**src/rtl/prf_pkg.sv**
```systemverilog
package prf_pkg;

    localparam int SELW = 3;

    // View / write-width code shared by the write port and the read ports
    typedef enum logic [SELW-1:0] {
        VW_FULL = 3'd0,
        VW_LO32 = 3'd1,
        VW_LO16 = 3'd2,
        VW_LO8  = 3'd3,
        VW_B1   = 3'd4
    } view_e;

endpackage

```
**src/rtl/prf_wmerge.sv**
```systemverilog
module prf_wmerge
    import prf_pkg::*;
#(
    parameter int DW  = 64,
    parameter int IW  = 4,
    parameter int NHB = 4
) (
    input  logic            en_i,
    input  logic [IW-1:0]   idx_i,
    input  logic [SELW-1:0] sel_i,
    input  logic [DW-1:0]   data_i,
    input  logic [DW-1:0]   old_i,
    output logic [DW-1:0]   new_o,
    output logic            commit_o,
    output logic            bad_o
);

    localparam int HALF = DW / 2;
    localparam logic [IW:0] NHB_W = (IW+1)'(NHB);

    logic hb_ok;
    logic view_ok;

    assign hb_ok = ({1'b0, idx_i} < NHB_W);

    always_comb begin
        new_o   = old_i;
        view_ok = 1'b0;
        unique case (sel_i)
            VW_FULL: begin
                new_o   = data_i;
                view_ok = 1'b1;
            end
            VW_LO32: begin
                new_o   = {{HALF{1'b0}}, data_i[HALF-1:0]};
                view_ok = 1'b1;
            end
            VW_LO16: begin
                new_o   = {old_i[DW-1:16], data_i[15:0]};
                view_ok = 1'b1;
            end
            VW_LO8: begin
                new_o   = {old_i[DW-1:8], data_i[7:0]};
                view_ok = 1'b1;
            end
            VW_B1: begin
                new_o   = {old_i[DW-1:16], data_i[7:0], old_i[7:0]};
                view_ok = hb_ok;
            end
            default: begin
                new_o   = old_i;
                view_ok = 1'b0;
            end
        endcase
    end

    assign commit_o = en_i & view_ok;
    assign bad_o    = en_i & (sel_i == VW_B1) & ~hb_ok;

endmodule

```
**src/rtl/prf_store.sv**
```systemverilog
module prf_store #(
    parameter int DW   = 64,
    parameter int NREG = 16,
    parameter int IW   = 4
) (
    input  logic                      clk_i,
    input  logic                      rst_i,
    input  logic                      we_i,
    input  logic [IW-1:0]             widx_i,
    input  logic [DW-1:0]             wval_i,
    output logic [NREG-1:0][DW-1:0]   regs_o
);

    logic [NREG-1:0][DW-1:0] regs_q;

    always_ff @(posedge clk_i) begin
        if (rst_i) begin
            regs_q <= '0;
        end else if (we_i) begin
            regs_q[widx_i] <= wval_i;
        end
    end

    assign regs_o = regs_q;

endmodule

```
**src/rtl/prf_rview.sv**
```systemverilog
module prf_rview
    import prf_pkg::*;
#(
    parameter int DW   = 64,
    parameter int NREG = 16,
    parameter int IW   = 4,
    parameter int NHB  = 4
) (
    input  logic [IW-1:0]             idx_i,
    input  logic [SELW-1:0]           sel_i,
    input  logic [NREG-1:0][DW-1:0]   regs_i,
    input  logic                      fwd_en_i,
    input  logic [IW-1:0]             fwd_idx_i,
    input  logic [DW-1:0]             fwd_val_i,
    output logic [DW-1:0]             data_o
);

    localparam int HALF = DW / 2;
    localparam logic [IW:0] NHB_W = (IW+1)'(NHB);

    logic [DW-1:0] src;
    logic          hb_ok;

    assign hb_ok = ({1'b0, idx_i} < NHB_W);
    assign src   = (fwd_en_i && (fwd_idx_i == idx_i)) ? fwd_val_i : regs_i[idx_i];

    always_comb begin
        unique case (sel_i)
            VW_FULL: data_o = src;
            VW_LO32: data_o = {{HALF{1'b0}}, src[HALF-1:0]};
            VW_LO16: data_o = {{(DW-16){1'b0}}, src[15:0]};
            VW_LO8:  data_o = {{(DW-8){1'b0}}, src[7:0]};
            VW_B1:   data_o = hb_ok ? {{(DW-8){1'b0}}, src[15:8]} : '0;
            default: data_o = '0;
        endcase
    end

endmodule

```
**src/rtl/prf_regfile.sv**
```systemverilog
module prf_regfile
    import prf_pkg::*;
#(
    parameter int DW   = 64,
    parameter int NREG = 16,
    parameter int NHB  = 4,
    parameter int NRP  = 2,
    localparam int IW  = $clog2(NREG)
) (
    input  logic                       clk_i,
    input  logic                       rst_i,
    input  logic                       wr_en_i,
    input  logic [IW-1:0]              wr_idx_i,
    input  logic [SELW-1:0]            wr_sel_i,
    input  logic [DW-1:0]              wr_data_i,
    input  logic [NRP-1:0][IW-1:0]     rd_idx_i,
    input  logic [NRP-1:0][SELW-1:0]   rd_sel_i,
    output logic [NRP-1:0][DW-1:0]     rd_data_o,
    output logic                       wr_err_o
);

    logic [NREG-1:0][DW-1:0] regs;
    logic [DW-1:0]           merged;
    logic                    commit;
    logic                    bad;
    logic                    err_q;

    prf_wmerge #(.DW(DW), .IW(IW), .NHB(NHB)) u_wmerge (
        .en_i     (wr_en_i),
        .idx_i    (wr_idx_i),
        .sel_i    (wr_sel_i),
        .data_i   (wr_data_i),
        .old_i    (regs[wr_idx_i]),
        .new_o    (merged),
        .commit_o (commit),
        .bad_o    (bad)
    );

    prf_store #(.DW(DW), .NREG(NREG), .IW(IW)) u_store (
        .clk_i  (clk_i),
        .rst_i  (rst_i),
        .we_i   (commit),
        .widx_i (wr_idx_i),
        .wval_i (merged),
        .regs_o (regs)
    );

    for (genvar p = 0; p < NRP; p++) begin : g_rd
        prf_rview #(.DW(DW), .NREG(NREG), .IW(IW), .NHB(NHB)) u_rview (
            .idx_i     (rd_idx_i[p]),
            .sel_i     (rd_sel_i[p]),
            .regs_i    (regs),
            .fwd_en_i  (commit),
            .fwd_idx_i (wr_idx_i),
            .fwd_val_i (merged),
            .data_o    (rd_data_o[p])
        );
    end

    always_ff @(posedge clk_i) begin
        if (rst_i) begin
            err_q <= 1'b0;
        end else begin
            err_q <= bad;
        end
    end

    assign wr_err_o = err_q;

endmodule

```
**config.mk**
```make
export PLATFORM = sky130hd
export DESIGN_NAME = prf_regfile
export DESIGN_NICKNAME = d
export VERILOG_FILES = /design/src/rtl/prf_pkg.sv /design/src/rtl/prf_wmerge.sv /design/src/rtl/prf_store.sv /design/src/rtl/prf_rview.sv /design/src/rtl/prf_regfile.sv
export SDC_FILE = /design/constraint.sdc
export NUM_CORES = 2
export LEC_CHECK = 0
export CAP_MARGIN = 20
export CORE_UTILIZATION = 51
export CTS_CLUSTER_DIAMETER = 50
export CTS_CLUSTER_SIZE = 24
export DETAILED_ROUTE_END_ITERATION = 6
export HOLD_SLACK_MARGIN = 0.05
export PLACE_DENSITY = 0.76
export SYNTH_ARGS = -nofsm -noshare
export SYNTH_HDL_FRONTEND = slang
export SYNTH_SLANG_ARGS = --single-unit
```
**constraint.sdc**
```tcl
create_clock -name clk_i -period 6.05 [get_ports clk_i]
set_clock_uncertainty 0.2 [all_clocks]
set_input_delay 1.21 -clock clk_i [delete_from_list [all_inputs] [get_ports clk_i]]
set_output_delay 1.21 -clock clk_i [all_outputs]
set_load 0.005 [all_outputs]
```
; Yosys cells after proc, flatten, opt, wreduce, memory -nomap -nowiden
; Cells that the tools add are included.
[totals]
reg_bits = 1025
input_bits = 88
elab_cells = 66
[classes]
magnitude_cmp = 7
eq_ne = 14
muxes = 17
bitwise = 4
n_reduce_logical = 7
[ops]
columns = operator, n
row1 = 1024-bit bitwise mux, 1
row2 = 64-bit one-hot mux with 5 select lines, 3
row3 = 64-bit binary-select mux with 4-bit select, 3
row4 = 64-bit 2-to-1 mux, 6
row5 = 64-bit demux with 4-bit select, 1
row6 = 3-bit by 2-bit equality test with 1-bit output (second input constant), 6
row7 = 8-bit 2-to-1 mux, 2
row8 = 4-bit by 5-bit < comparator with 1-bit output (second input constant), 3
row9 = 4-bit by 3-bit < comparator with 1-bit output (second input constant), 3
row10 = 3-bit by 1-bit equality test with 1-bit output (second input constant), 3
row11 = 3-bit equality test (second input constant), 3
row12 = 3-bit zero test, 3
row13 = 4-bit equality test, 2
row14 = 4-bit by 1-bit >= comparator with 1-bit output (second input constant), 1
row15 = 4-bit OR reduction, 1
row16 = 1-bit AND, 3
row17 = 1-bit logical AND, 3
row18 = 1-bit one-hot mux with 2 select lines, 1
row19 = 1-bit NOT, 1

; Longest topological paths before layout
[depth]
depth_word = 8
mapped_depth = 12
mapped_depth_nobuf = 5

; Cells and area by module
; From an unflattened synthesis, not the netlist that was laid out.
[hier_totals]
cells_unflattened = 5690
hier_area_um2 = 65605.4
[by_module_without_submodules]
columns = mod, instances, cells_per_inst, area_each_um2, seq_area_each_um2
row1 = prf_store, 1, 3516, 39545.4, 20499.7
row2 = prf_rview, 2, 728, 8710.9, 0.0
row3 = prf_regfile, 1, 538, 7440.9, 20.0
row4 = prf_wmerge, 1, 180, 1197.4, 0.0

; Worst setup path after synthesis
; Ideal clock, no wire load.
[synth_timing]
path_type = input -> output
from = in rd_idx_i[4] (netlist bit)
to = out rd_data_o[101] (netlist bit)
arrival_ps = 3296
path_slack_ps = 1344
path_stages = 7
n_path_buf = 3
path_cell_list = clkbuf_1 clkbuf_1 buf_1 mux4_2 mux4_2 inv_1 o2bb2ai_1
[synth_rtl]
columns = element, line
row1 = "start, declared", prf_regfile.sv:16  ; input logic [NRP-1:0][IW-1:0] rd_idx_i,
row2 = "end, declared", prf_regfile.sv:18  ; output logic [NRP-1:0][DW-1:0] rd_data_o,

==> summary by stage <==
STA
Based on the critical path, the design can be clocked at up to 167 MHz. At the pin with the least slew margin, the transition time is 1.19 ns. The number of max-slew violations in the final report is 0. The tightest hold path in the finished design has a slack of 0.278 ns.

Adding up every negative setup slack in the final design gives 0 ns. Setup repair after global routing left no endpoint under its margin. After layout, the worst path uses 98.9% of the clock period. Measured against its own limit, the worst slew margin works out to 20.5%. The final-report setup violation count is 0. The setup slack after layout is 0.0690 ns. For the finished layout, the period the worst path requires is 5.98 ns.

The total count of hold-check failures in the final report came to 0.

Setup path
At the worst endpoint, the arrival time is 4.57 ns. The library cell contributing the largest single delay on the critical path is sky130_fd_sc_hd__nor2_4. The largest stage delay on the critical path is 0.63 ns. In this run the worst path has a maximum fanout of 18. The most frequent cell on the critical path is sky130_fd_sc_hd__buf_4. In this design, the largest share of critical-path delay is due to buffers and inverters. At the worst endpoint, the required time is 4.64 ns.

The category of the critical setup timing path is input port to primary output. The worst setup path is launched from an input port. Counting both buffers and inverters, the worst setup path holds a total of 5.

Traced cell by cell, the critical path runs through clkdlybuf4s50_1 -> buf_4 -> nor2_4 -> buf_4 -> and3_1 -> a21o_1 -> o2bb2ai_1 -> buf_4 -> clkdlybuf4s50_1. The capturing element type of the critical path is a primary output.

Synth
The sequential share of the synthesized area is 33.0%. The distinct cell type count of the synthesized netlist is 43. In this run the mean area of a mapped cell was 9.76 um^2. Yosys printed 0 warnings. Synthesis produced 6,374 cells. Synthesis produced a netlist with a net count of 6,462. The post-synthesis sequential element count is 1,025. The synthesized netlist occupies a cell area of 62,200 um^2.

Floorplan
The cell row count is 127. Once the floorplan was initialized, standard cells occupied 51.6% of the core. The floorplan step defined a core boundary enclosing 120,000 um^2. The overall die area is 123,000 um^2.

During I/O placement, the number of pins put on the boundary was 217. The vertical die dimension is 351 um. The floorplan die width is 351 um.

Clock tree
Buffers added to address setup during post-CTS repair amount to 0. The number of sinks handled by clock tree synthesis is 1,025. The CTS buffer count is 110. Gates resized during post-CTS repair numbered 0. The H-tree depth is 3. At the later pin of the worst-skew pair, clock insertion delay measures 0.76 ns. The clock slew seen by the registers of the worst setup and hold paths is 0.06 ns. The quantity of hold-fixing buffers added after cts is 0. TritonCTS built the clock tree. Clock tree synthesis selected as its root buffer the cell sky130_fd_sc_hd__clkbuf_16. The number of buffers on the longest clock path is 3.

Drt
The first detailed-routing pass took 7 iterations. The sum of routed wire length over all layers is 236,000 um. Dividing the detail-routed via count by the number of cells gives 7.20. In the final routed layout, each cell accounts on average for 29.9 um. The routed layout has 56,800 vias. For this block, the initial DRC count from the detailed router was 9,308.

The number of design rule violations left after detail routing is 18. The number of nets with antenna violations after routing is 0.

Cells and area
Registers take 20,500 um^2. Cells with a size suffix above 1 make up 22.2% of the layout. The final layout net count is 6,275. The area growth from synthesis to layout is 11.3%. The area of the multi-input gates is 38,100 um^2. Fill cells in the final layout number 9,794.

Min path
The worst min-delay path category is flip-flop to flip-flop.

Global route
For this run, the total global-route usage over all layers was measured as 37.8%. Entering global routing, the biggest net connects 164 pins. The number of antenna violations at the first check in global routing was 4.

The remaining global-route overflow is 0. The via count of the first global-routing pass is 55,500. The first global-routing pass estimated 347,000 um of wire.

Pwr
Overall power consumption after layout is estimated at 16,100 uW. For this design the static power due to leakage is 0.0240 uW. Dividing total power by cell area gives a power density of 233 nW/um^2. The worst-case IR drop observed on VDD is 0.239 mV.

Placed design
The count of port buffers added during placement is 216. The post-placement worst setup slack is 0.289 ns. The congestion estimate from routability-driven global placement came to 0.978. The wire-length estimate of the detail-placed layout is 135,000 um.

Job
Across the run, the number of max-cap violations was 0.

Status
The flow ran to the end, but the final reports show violations. The checks that failed: DRC.
[path summary, 6_finish.rpt]
path                                                        from                               end  slack (ns)  cells past startpoint
worst min register to register  u_store.regs_o[464]$_SDFFE_PP0P_  u_store.regs_o[464]$_SDFFE_PP0P_        0.28                      2
worst min-delay path            u_store.regs_o[464]$_SDFFE_PP0P_  u_store.regs_o[464]$_SDFFE_PP0P_        0.28                      2
worst max register to register  u_store.regs_o[996]$_SDFFE_PP0P_  u_store.regs_o[868]$_SDFFE_PP0P_        3.51                      6
worst max-delay path                                 wr_sel_i[1]                     rd_data_o[59]        0.07                      9
[report_power, final]
part | internal, uW | leakage (uW) | total, uW | switching, uW
clock network | 3940 | 0.00192 | 7390 | 3450
registers | 6820 | 0.00827 | 6900 | 75.6
logic | 658 | 0.0138 | 1830 | 1170
total | 11400 | 0.0240 | 16100 | 4700
[worst min-delay path, cell delays in order (launching register included)]
cell                      delay [ns]
sky130_fd_sc_hd__dfxtp_1        0.33
sky130_fd_sc_hd__nand2_1        0.06
sky130_fd_sc_hd__a21oi_1        0.05
[final cells by class]
type,count,area share (%)
flip-flops and latches,1025,29.7
multi-input cells,4553,55.0
repair buffers,432,6.32
clock inverters,90,1.59
well taps,1612,2.91
diodes,1,0.00362
inverters,65,0.353
clock buffers,119,4.16
[cells by family (layout without fill, tap and decap cells)]
kind of cell    Yosys count  after routing  share of synthesized area (%)
compound gates          835            835                           8.76
xor+xnor                  8              8                          0.113
fa+ha+maj                 1              1                         0.0161
buf+inv                 796            706                           6.08
flops                  1025           1025                           33.0
mux                     992            992                           33.7
other cells               0              1                              0
simple gates           2717           2717                           18.4
[registers in the layout, summed over array words and instances (netlist names)]
register	count
wr_err_o	1
u_store.regs_o	1024
[cell usage in the layout, fill, tap and decap left out, types with 9 or more instances in the layout]
master                            synthesis  layout
sky130_fd_sc_hd__and3_1                  40      40
sky130_fd_sc_hd__inv_8                    0      15
sky130_fd_sc_hd__buf_4                   34     173
sky130_fd_sc_hd__a22oi_1                 72      72
sky130_fd_sc_hd__o2bb2ai_1               64      64
sky130_fd_sc_hd__inv_6                    0      16
sky130_fd_sc_hd__nor2b_1                 13      13
sky130_fd_sc_hd__clkdlybuf4s50_1          0     202
sky130_fd_sc_hd__or2_4                    0      13
sky130_fd_sc_hd__mux2i_1                112     112
sky130_fd_sc_hd__o31ai_1                 16      16
sky130_fd_sc_hd__clkinv_8                 0      20
sky130_fd_sc_hd__nand3_1                140     140
sky130_fd_sc_hd__nand2_1                668     668
sky130_fd_sc_hd__nand2b_1                22      22
sky130_fd_sc_hd__a21oi_2                 16      16
sky130_fd_sc_hd__a2111oi_0               48      48
sky130_fd_sc_hd__mux4_2                 880     880
sky130_fd_sc_hd__a21o_1                  34      34
sky130_fd_sc_hd__or2_2                   27      14
sky130_fd_sc_hd__buf_12                   0      44
sky130_fd_sc_hd__inv_1                   65      64
sky130_fd_sc_hd__clkinvlp_4               0       9
sky130_fd_sc_hd__a21oi_1                368     368
sky130_fd_sc_hd__dfxtp_1               1025    1025
sky130_fd_sc_hd__nor2_1                1259    1249
sky130_fd_sc_hd__a211oi_1               128     128
sky130_fd_sc_hd__nor2_4                   0      13
sky130_fd_sc_hd__clkbuf_16                0     113
sky130_fd_sc_hd__o22ai_1                 64      64
sky130_fd_sc_hd__nor3_1                 515     513
sky130_fd_sc_hd__clkinv_4                 0      17
[cell usage after synthesis, drive strengths merged]
library cell	number	area share, %
nor2	1266	7.7
dfxtp	1025	33
mux4	880	32
nand2	668	4.0
nor3	519	4.2
clkbuf	403	2.4
a21oi	384	3.2
buf	328	3.3
nand3	144	1.2
a211oi	128	1.5
mux2i	112	1.8
a22oi	72	0.87
inv	65	0.39
o22ai	64	0.64
o2bb2ai	64	0.90
a2111oi	48	0.68
and3	40	0.40
a21o	34	0.41
or2	27	0.27
nand2b	22	0.22
o31ai	16	0.19
nor2b	13	0.13
a31oi	8	0.080
a41oi	8	0.11
o2111ai	8	0.11
xnor2	8	0.11
or3	6	0.060
and2	3	0.030
nand4	3	0.050
nand4b	3	0.042
or4b	2	0.032
maj3	1	0.016
nand4bb	1	0.018
o41ai	1	0.026
[layer usage]
metal  track usage [%]  vias to the layer above  share of wire, %  wire, um
met2              55.4                     5226                43    102000
met4              29.1                        4               9.0     21300
met3              13.2                     1531                16     38300
met1              45.5                    27000                32     74900
met5                 0                        -             0.011        27
li1                  -                    23100                 -         -
[per-stage QoR]
step / std cells / instance area, um^2 / util (%)
2_1_floorplan: 6374 / 62200 / -
3_3_place_gp: 7679 / 65100 / 54.1
3_5_place_dp: 7682 / 65200 / 54.1
4_1_cts: 7891 / 69200 / 57.4
5_1_grt: 7896 / 69200 / 57.5
6_report: 7897 / 69200 / 57.5
(Power assumes the default switching activity.)
